[src/rtl/wp_pkg.sv]
package wp_pkg;

  typedef enum logic [1:0] {
    POL_WB = 2'd0,
    POL_WT = 2'd1,
    POL_WO = 2'd2
  } pol_e;

  typedef enum logic [1:0] {
    ST_IDLE = 2'd0,
    ST_FILL = 2'd1,
    ST_MEM  = 2'd2
  } st_e;

  typedef struct packed {
    logic cache_wr;
    logic mem_wr;
    logic fill;
    logic set_dirty;
    logic set_wonce;
  } wr_dec_t;

endpackage

[src/rtl/wp_decide.sv]
module wp_decide
  import wp_pkg::*;
(
  input  logic [1:0] pol,
  input  logic       hit,
  input  logic       wonce_bit,
  output wr_dec_t    dec
);

  always_comb begin
    dec = '0;
    case (pol)
      POL_WT: begin
        dec.cache_wr = hit;
        dec.mem_wr   = 1'b1;
      end
      POL_WO: begin
        if (!hit) begin
          dec.fill = 1'b1;
        end else if (!wonce_bit) begin
          dec.cache_wr  = 1'b1;
          dec.mem_wr    = 1'b1;
          dec.set_wonce = 1'b1;
        end else begin
          dec.cache_wr  = 1'b1;
          dec.set_dirty = 1'b1;
        end
      end
      default: begin
        if (hit) begin
          dec.cache_wr  = 1'b1;
          dec.set_dirty = 1'b1;
        end else begin
          dec.fill = 1'b1;
        end
      end
    endcase
  end

endmodule

[src/rtl/wp_line_status.sv]
module wp_line_status #(
  parameter int LINES = 8,
  localparam int IW = (LINES > 1) ? $clog2(LINES) : 1
) (
  input  logic             clk,
  input  logic             rst_n,
  input  logic [IW-1:0]    idx,
  input  logic             set_d,
  input  logic             clr_d,
  input  logic             set_w,
  input  logic             clr_w,
  output logic [LINES-1:0] dirty,
  output logic [LINES-1:0] wonce
);

  for (genvar g = 0; g < LINES; g++) begin : g_line
    logic sel;
    logic d_q;
    logic w_q;

    assign sel = (idx == IW'(g));

    always_ff @(posedge clk) begin
      if (!rst_n) begin
        d_q <= 1'b0;
        w_q <= 1'b0;
      end else if (sel) begin
        d_q <= (d_q & ~clr_d) | set_d;
        w_q <= (w_q & ~clr_w) | set_w;
      end
    end

    assign dirty[g] = d_q;
    assign wonce[g] = w_q;
  end

endmodule

[src/rtl/wp_ctrl.sv]
module wp_ctrl
  import wp_pkg::*;
#(
  parameter int LINES = 8,
  localparam int IW = (LINES > 1) ? $clog2(LINES) : 1
) (
  input  logic             clk,
  input  logic             rst_n,
  input  logic [1:0]       policy,
  input  logic             wr_valid,
  output logic             wr_ready,
  input  logic             wr_hit,
  input  logic [IW-1:0]    wr_line,
  input  logic             evict_valid,
  output logic             evict_ready,
  input  logic [IW-1:0]    evict_line,
  output logic             cache_we,
  output logic [IW-1:0]    cache_line,
  output logic             fill_req,
  output logic [IW-1:0]    fill_line,
  input  logic             fill_ack,
  output logic             mem_req,
  output logic             mem_wb,
  output logic [IW-1:0]    mem_line,
  input  logic             mem_ack,
  output logic [LINES-1:0] dirty_o,
  output logic [LINES-1:0] wonce_o
);

  st_e           state_q;
  logic [IW-1:0] line_q;
  logic          cache_we_q;
  logic          fill_q;
  logic          mreq_q;
  logic          mwb_q;

  logic          wr_fire;
  logic          ev_fire;
  wr_dec_t       dec;

  logic [IW-1:0] st_idx;
  logic          st_set_d;
  logic          st_clr_d;
  logic          st_set_w;
  logic          st_clr_w;

  assign evict_ready = (state_q == ST_IDLE);
  assign wr_ready    = (state_q == ST_IDLE) && !evict_valid;
  assign ev_fire     = evict_valid && evict_ready;
  assign wr_fire     = wr_valid && wr_ready;

  wp_decide u_decide (
    .pol       (policy),
    .hit       (wr_hit),
    .wonce_bit (wonce_o[wr_line]),
    .dec       (dec)
  );

  always_comb begin
    st_idx   = line_q;
    st_set_d = 1'b0;
    st_clr_d = 1'b0;
    st_set_w = 1'b0;
    st_clr_w = 1'b0;
    if (ev_fire) begin
      st_idx   = evict_line;
      st_clr_d = 1'b1;
      st_clr_w = 1'b1;
    end else if (wr_fire) begin
      st_idx   = wr_line;
      st_set_d = dec.set_dirty;
      st_set_w = dec.set_wonce;
    end else if (state_q == ST_FILL && fill_ack) begin
      st_clr_d = 1'b1;
      st_clr_w = 1'b1;
      st_set_d = 1'b1;
    end
  end

  wp_line_status #(.LINES(LINES)) u_status (
    .clk   (clk),
    .rst_n (rst_n),
    .idx   (st_idx),
    .set_d (st_set_d),
    .clr_d (st_clr_d),
    .set_w (st_set_w),
    .clr_w (st_clr_w),
    .dirty (dirty_o),
    .wonce (wonce_o)
  );

  always_ff @(posedge clk) begin
    if (!rst_n) begin
      state_q    <= ST_IDLE;
      line_q     <= '0;
      cache_we_q <= 1'b0;
      fill_q     <= 1'b0;
      mreq_q     <= 1'b0;
      mwb_q      <= 1'b0;
    end else begin
      cache_we_q <= 1'b0;
      case (state_q)
        ST_IDLE: begin
          if (ev_fire) begin
            line_q <= evict_line;
            if (dirty_o[evict_line]) begin
              mreq_q  <= 1'b1;
              mwb_q   <= 1'b1;
              state_q <= ST_MEM;
            end
          end else if (wr_fire) begin
            line_q     <= wr_line;
            cache_we_q <= dec.cache_wr;
            if (dec.fill) begin
              fill_q  <= 1'b1;
              state_q <= ST_FILL;
            end else if (dec.mem_wr) begin
              mreq_q  <= 1'b1;
              mwb_q   <= 1'b0;
              state_q <= ST_MEM;
            end
          end
        end
        ST_FILL: begin
          if (fill_ack) begin
            fill_q     <= 1'b0;
            cache_we_q <= 1'b1;
            state_q    <= ST_IDLE;
          end
        end
        ST_MEM: begin
          if (mem_ack) begin
            mreq_q  <= 1'b0;
            state_q <= ST_IDLE;
          end
        end
        default: state_q <= ST_IDLE;
      endcase
    end
  end

  assign cache_we   = cache_we_q;
  assign cache_line = line_q;
  assign fill_req   = fill_q;
  assign fill_line  = line_q;
  assign mem_req    = mreq_q;
  assign mem_wb     = mwb_q;
  assign mem_line   = line_q;

endmodule

[config.mk]
export PLATFORM = sky130hd
export DESIGN_NAME = wp_ctrl
export DESIGN_NICKNAME = d
export VERILOG_FILES = /design/src/rtl/wp_pkg.sv /design/src/rtl/wp_decide.sv /design/src/rtl/wp_line_status.sv /design/src/rtl/wp_ctrl.sv
export SDC_FILE = /design/constraint.sdc
export NUM_CORES = 1
export LEC_CHECK = 0
export ABC_CLOCK_PERIOD_IN_PS = 1600
export BUFFER_PORTS_ARGS = -buffer_cell sky130_fd_sc_hd__buf_2
export CAP_MARGIN = 20
export CORE_UTILIZATION = 47
export CTS_CLUSTER_SIZE = 10
export DETAILED_ROUTE_END_ITERATION = 10
export PLACE_DENSITY_LB_ADDON = 0.12
export SYNTH_ARGS = -nofsm -noshare
export SYNTH_HDL_FRONTEND = slang
export SYNTH_SLANG_ARGS = --single-unit
[constraint.sdc]
create_clock -name clk -period 1.6 [get_ports clk]
set_input_delay 0.16 -clock clk [delete_from_list [all_inputs] [get_ports clk]]
set_output_delay 0.16 -clock clk [all_outputs]
set_load 0.05 [all_outputs]
==> results by group <==
Logic synthesis
  – Top_reg_cell synth: dfxtp_1
  – Simple-gate portion of the synthesized area: 22.6%
  – Number of synthesized register bits: 25
  – Complex-gate fraction of the synthesized area: 24.5%
  – Syn_area_per_cell: 8.73 µm²
  – Netlist cell types: 45
  – Adder-Cell Fraction of Synth Area: 1.46%
  – Post-Syn Area: 1710 µm²
  – Area leader, netlist: dfxtp_1
  – Ys async rst share: 0%
  – Syn_nets: 213
  – Mux contribution to synthesized area: 6.66%
  – Cell count after synthesis: 196
  – Sequential fraction of the synthesis area: 29.3%
  – Synth Area in XOR/XNOR: 0%
  – Largest family of logic cells by synthesized area: compound AO/OA/AOI/OAI gates
  – Ys Warns: 0
  – Leading cell types by count after synthesis: dfxtp_1, nand2_1, buf_4
  – Yosys top cell area share: 29.3%
  – Post-synth EDFFs: 0
  – Synth top area cells: dfxtp_1, buf_4, o32ai_1

Floorplan
  – Die height: 62.3 µm
  – Die Area: 3880 µm²
  – # rows: 21
  – Core box area: 3420 µm²
  – I/O pins: 46
  – DIE WIDTH: 62.3 µm
  – Starting Density: 50.1%

STA
  – Hold Fails Final Rpt: 0
  – Slew headroom: 64.9%
  – Fin. max-slew vios: 0
  – Actual slew at the worst max-slew pin: 0.527 ns
  – Unrepaired setup endpoints after global routing: true
  – Finish-stage setup viols: 17
  – Clock Skew: 0.00614 ns
  – Period utilisation layout: 111%
  – Final min period: 1.78 ns
  – Final worst slack: -0.179 ns
  – Max Clk Rate: 0.562 GHz

Setup path
  – Crit path max fanout: 8
  – Worst Setup Start Kind: flip-flop
  – Setup Crit Path Kind: flip-flop to flip-flop
  – Crit. End Element: flip-flop
  – Crit path DAT: 2.03 ns
  – CP required: 1.85 ns
  – R2R setup slack: -0.18 ns

CTS
  – CTS tree: yes
  – Clk buf depth: 2
  – Clk slew on worst S/H paths: 0.15 ns
  – Root Buffer: clkbuf_4
  – Num CTS Buffers: 3
  – Hold-fix buffers, CTS: 0
  – H-Tree Depth: 1
  – # clock sinks: 25
  – Clock Latency Late Sink: 0.34 ns

Power
  – Final Total Pwr: 1.67 mW
  – Leak: 0.965 nW
  – P per Cell Area: 721 nW/µm²
  – Worst vdd ir: 0.605 mV

Placed design
  – # port buffers: 45
  – Detailed placement HPWL: 3.26 mm
  – Gpl congestion: 0.784

Drt
  – DR iter-0 viols: 121
  – Post-DR wirelength/cell: 17.4 µm
  – Final WL: 5.04 mm
  – Met2 wire len: 2.34 mm
  – Routed vias/inst: 6.00
  – Wire length on met3: 361 µm
  – Post-Route M1 WL: 2.26 mm
  – Post-route ant nets: 0
  – # DRC: 0
  – DR top layer: met4
  – DRT Pass-1 Iters: 4
  – Total number of vias: 1739

Global routing
  – Grt ovf: 0
  – Vias in the first global route: 1576
  – Total track usage: 24.6%
  – Initial antenna violation count: 0
  – Largest net degree at the start of global routing: 24
  – First-pass GRT wire length: 7.69 mm

Final layout
  – Syn-to-layout area delta: 35.5%
  – Reg area: 503 µm²
  – # nets final: 262
  – Ratio of cells with drive above 1 in the final layout: 53.3%
  – Number of diodes: 0
  – Post-layout util: 67.8%
  – Area occupied by multi-input gates: 1200 µm²
  – Filler cells: 290

Status
  – Status: finished with violations
  – Violated checks: setup timing

Job
  – Max-cap check violation count: 0

Worst hold path
  – Hold Path Class: input port to flip-flop
==> logic make-up after synthesis <==
logic type	count (synthesis)
mux	10
compound gates	47
flops	25
fa+ha+maj	2
simple gates	68
buf+inv	44
==> what timing repair did <==
item	CTS	global route
buffers inserted	4	5
setup endpoints to repair	18	20
pin swaps	14	21
gates resized for setup	25	20
gates cloned	2	0
==> state kept, by name, summed over array words and instances, names as in the netlist <==
signal and cells:
cache_line 3, cache_we 1, fill_req 1, mem_req 1, mem_wb 1, state_q 2, u_status.g_line.d_q 8, u_status.g_line.w_q 8
==> path summary, 6_finish.rpt <==
path | startpoint | cells after the start | end
setup / recovery | state_q[0] | 7 | u_status.g_line[4].d_q
hold / removal | mem_ack | 4 | state_q[1]
setup reg to reg | state_q[0] | 7 | u_status.g_line[4].d_q
hold reg to reg | u_status.g_line[4].w_q | 2 | u_status.g_line[4].w_q
==> layout by cell type (no fill, tap or decap), types with 3 or more instances in the layout <==
cell type	instances
nand3_2	4
a21oi_4	3
mux2i_1	8
nor2_1	8
inv_1	9
o32ai_1	3
nor2b_1	3
nor4_4	7
a21oi_1	5
buf_6	3
buf_4	29
nand3b_1	4
o32ai_2	13
dfxtp_1	23
a21o_4	3
buf_2	43
clkbuf_4	3
nand3_1	5
a21oi_2	3
nand2_1	24
==> worst max-delay path: stages, from the launching register on <==
cell and delay (ns):
dfxtp_2 0.35, or2_4 0.28, clkinv_4 0.06, o21ai_4 0.12, buf_6 0.16, a21oi_4 0.22, nand3_1 0.19, o32ai_2 0.32
==> area by class of cell <==
type	instances	area share, %
sequential	25	21.7
inverter	10	1.84
clock buffer	3	0.972
multi-input combinational	129	52.0
tap	46	2.48
timing repair buffer	76	20.8
clock inverter	1	0.216
==> per-layer routing <==
metal  vias to the layer above  track usage [%]
li1                        810                -
met1                       829             36.6
met2                        91             37.8
met3                         9             2.94
met4                         0             5.23
met5                         -                0
==> per-stage QoR <==
stage | cell area (µm²) | hold WS (ns) | setup TNS (ns) | worst slack (ns) | cells
global placement | 1940 | 0.464 | -0.583 | -0.0703 | 275
detailed placement | 1940 | 0.469 | -0.930 | -0.110 | 275
CTS | 2170 | 0.157 | -0.656 | -0.0598 | 285
global route | 2320 | 0.152 | -2.84 | -0.257 | 290
finish | 2320 | 0.159 | -1.50 | -0.179 | 290
floorplan | 1720 | 0.341 | -2.71 | -0.188 | 196
==> report_power, final <==
part           internal (mW)  switching [mW]
logic                  0.243           0.458
registers              0.644          0.0212
clock network         0.0943           0.210
total                  0.981           0.689
Power figures use the tool's default switching activity.
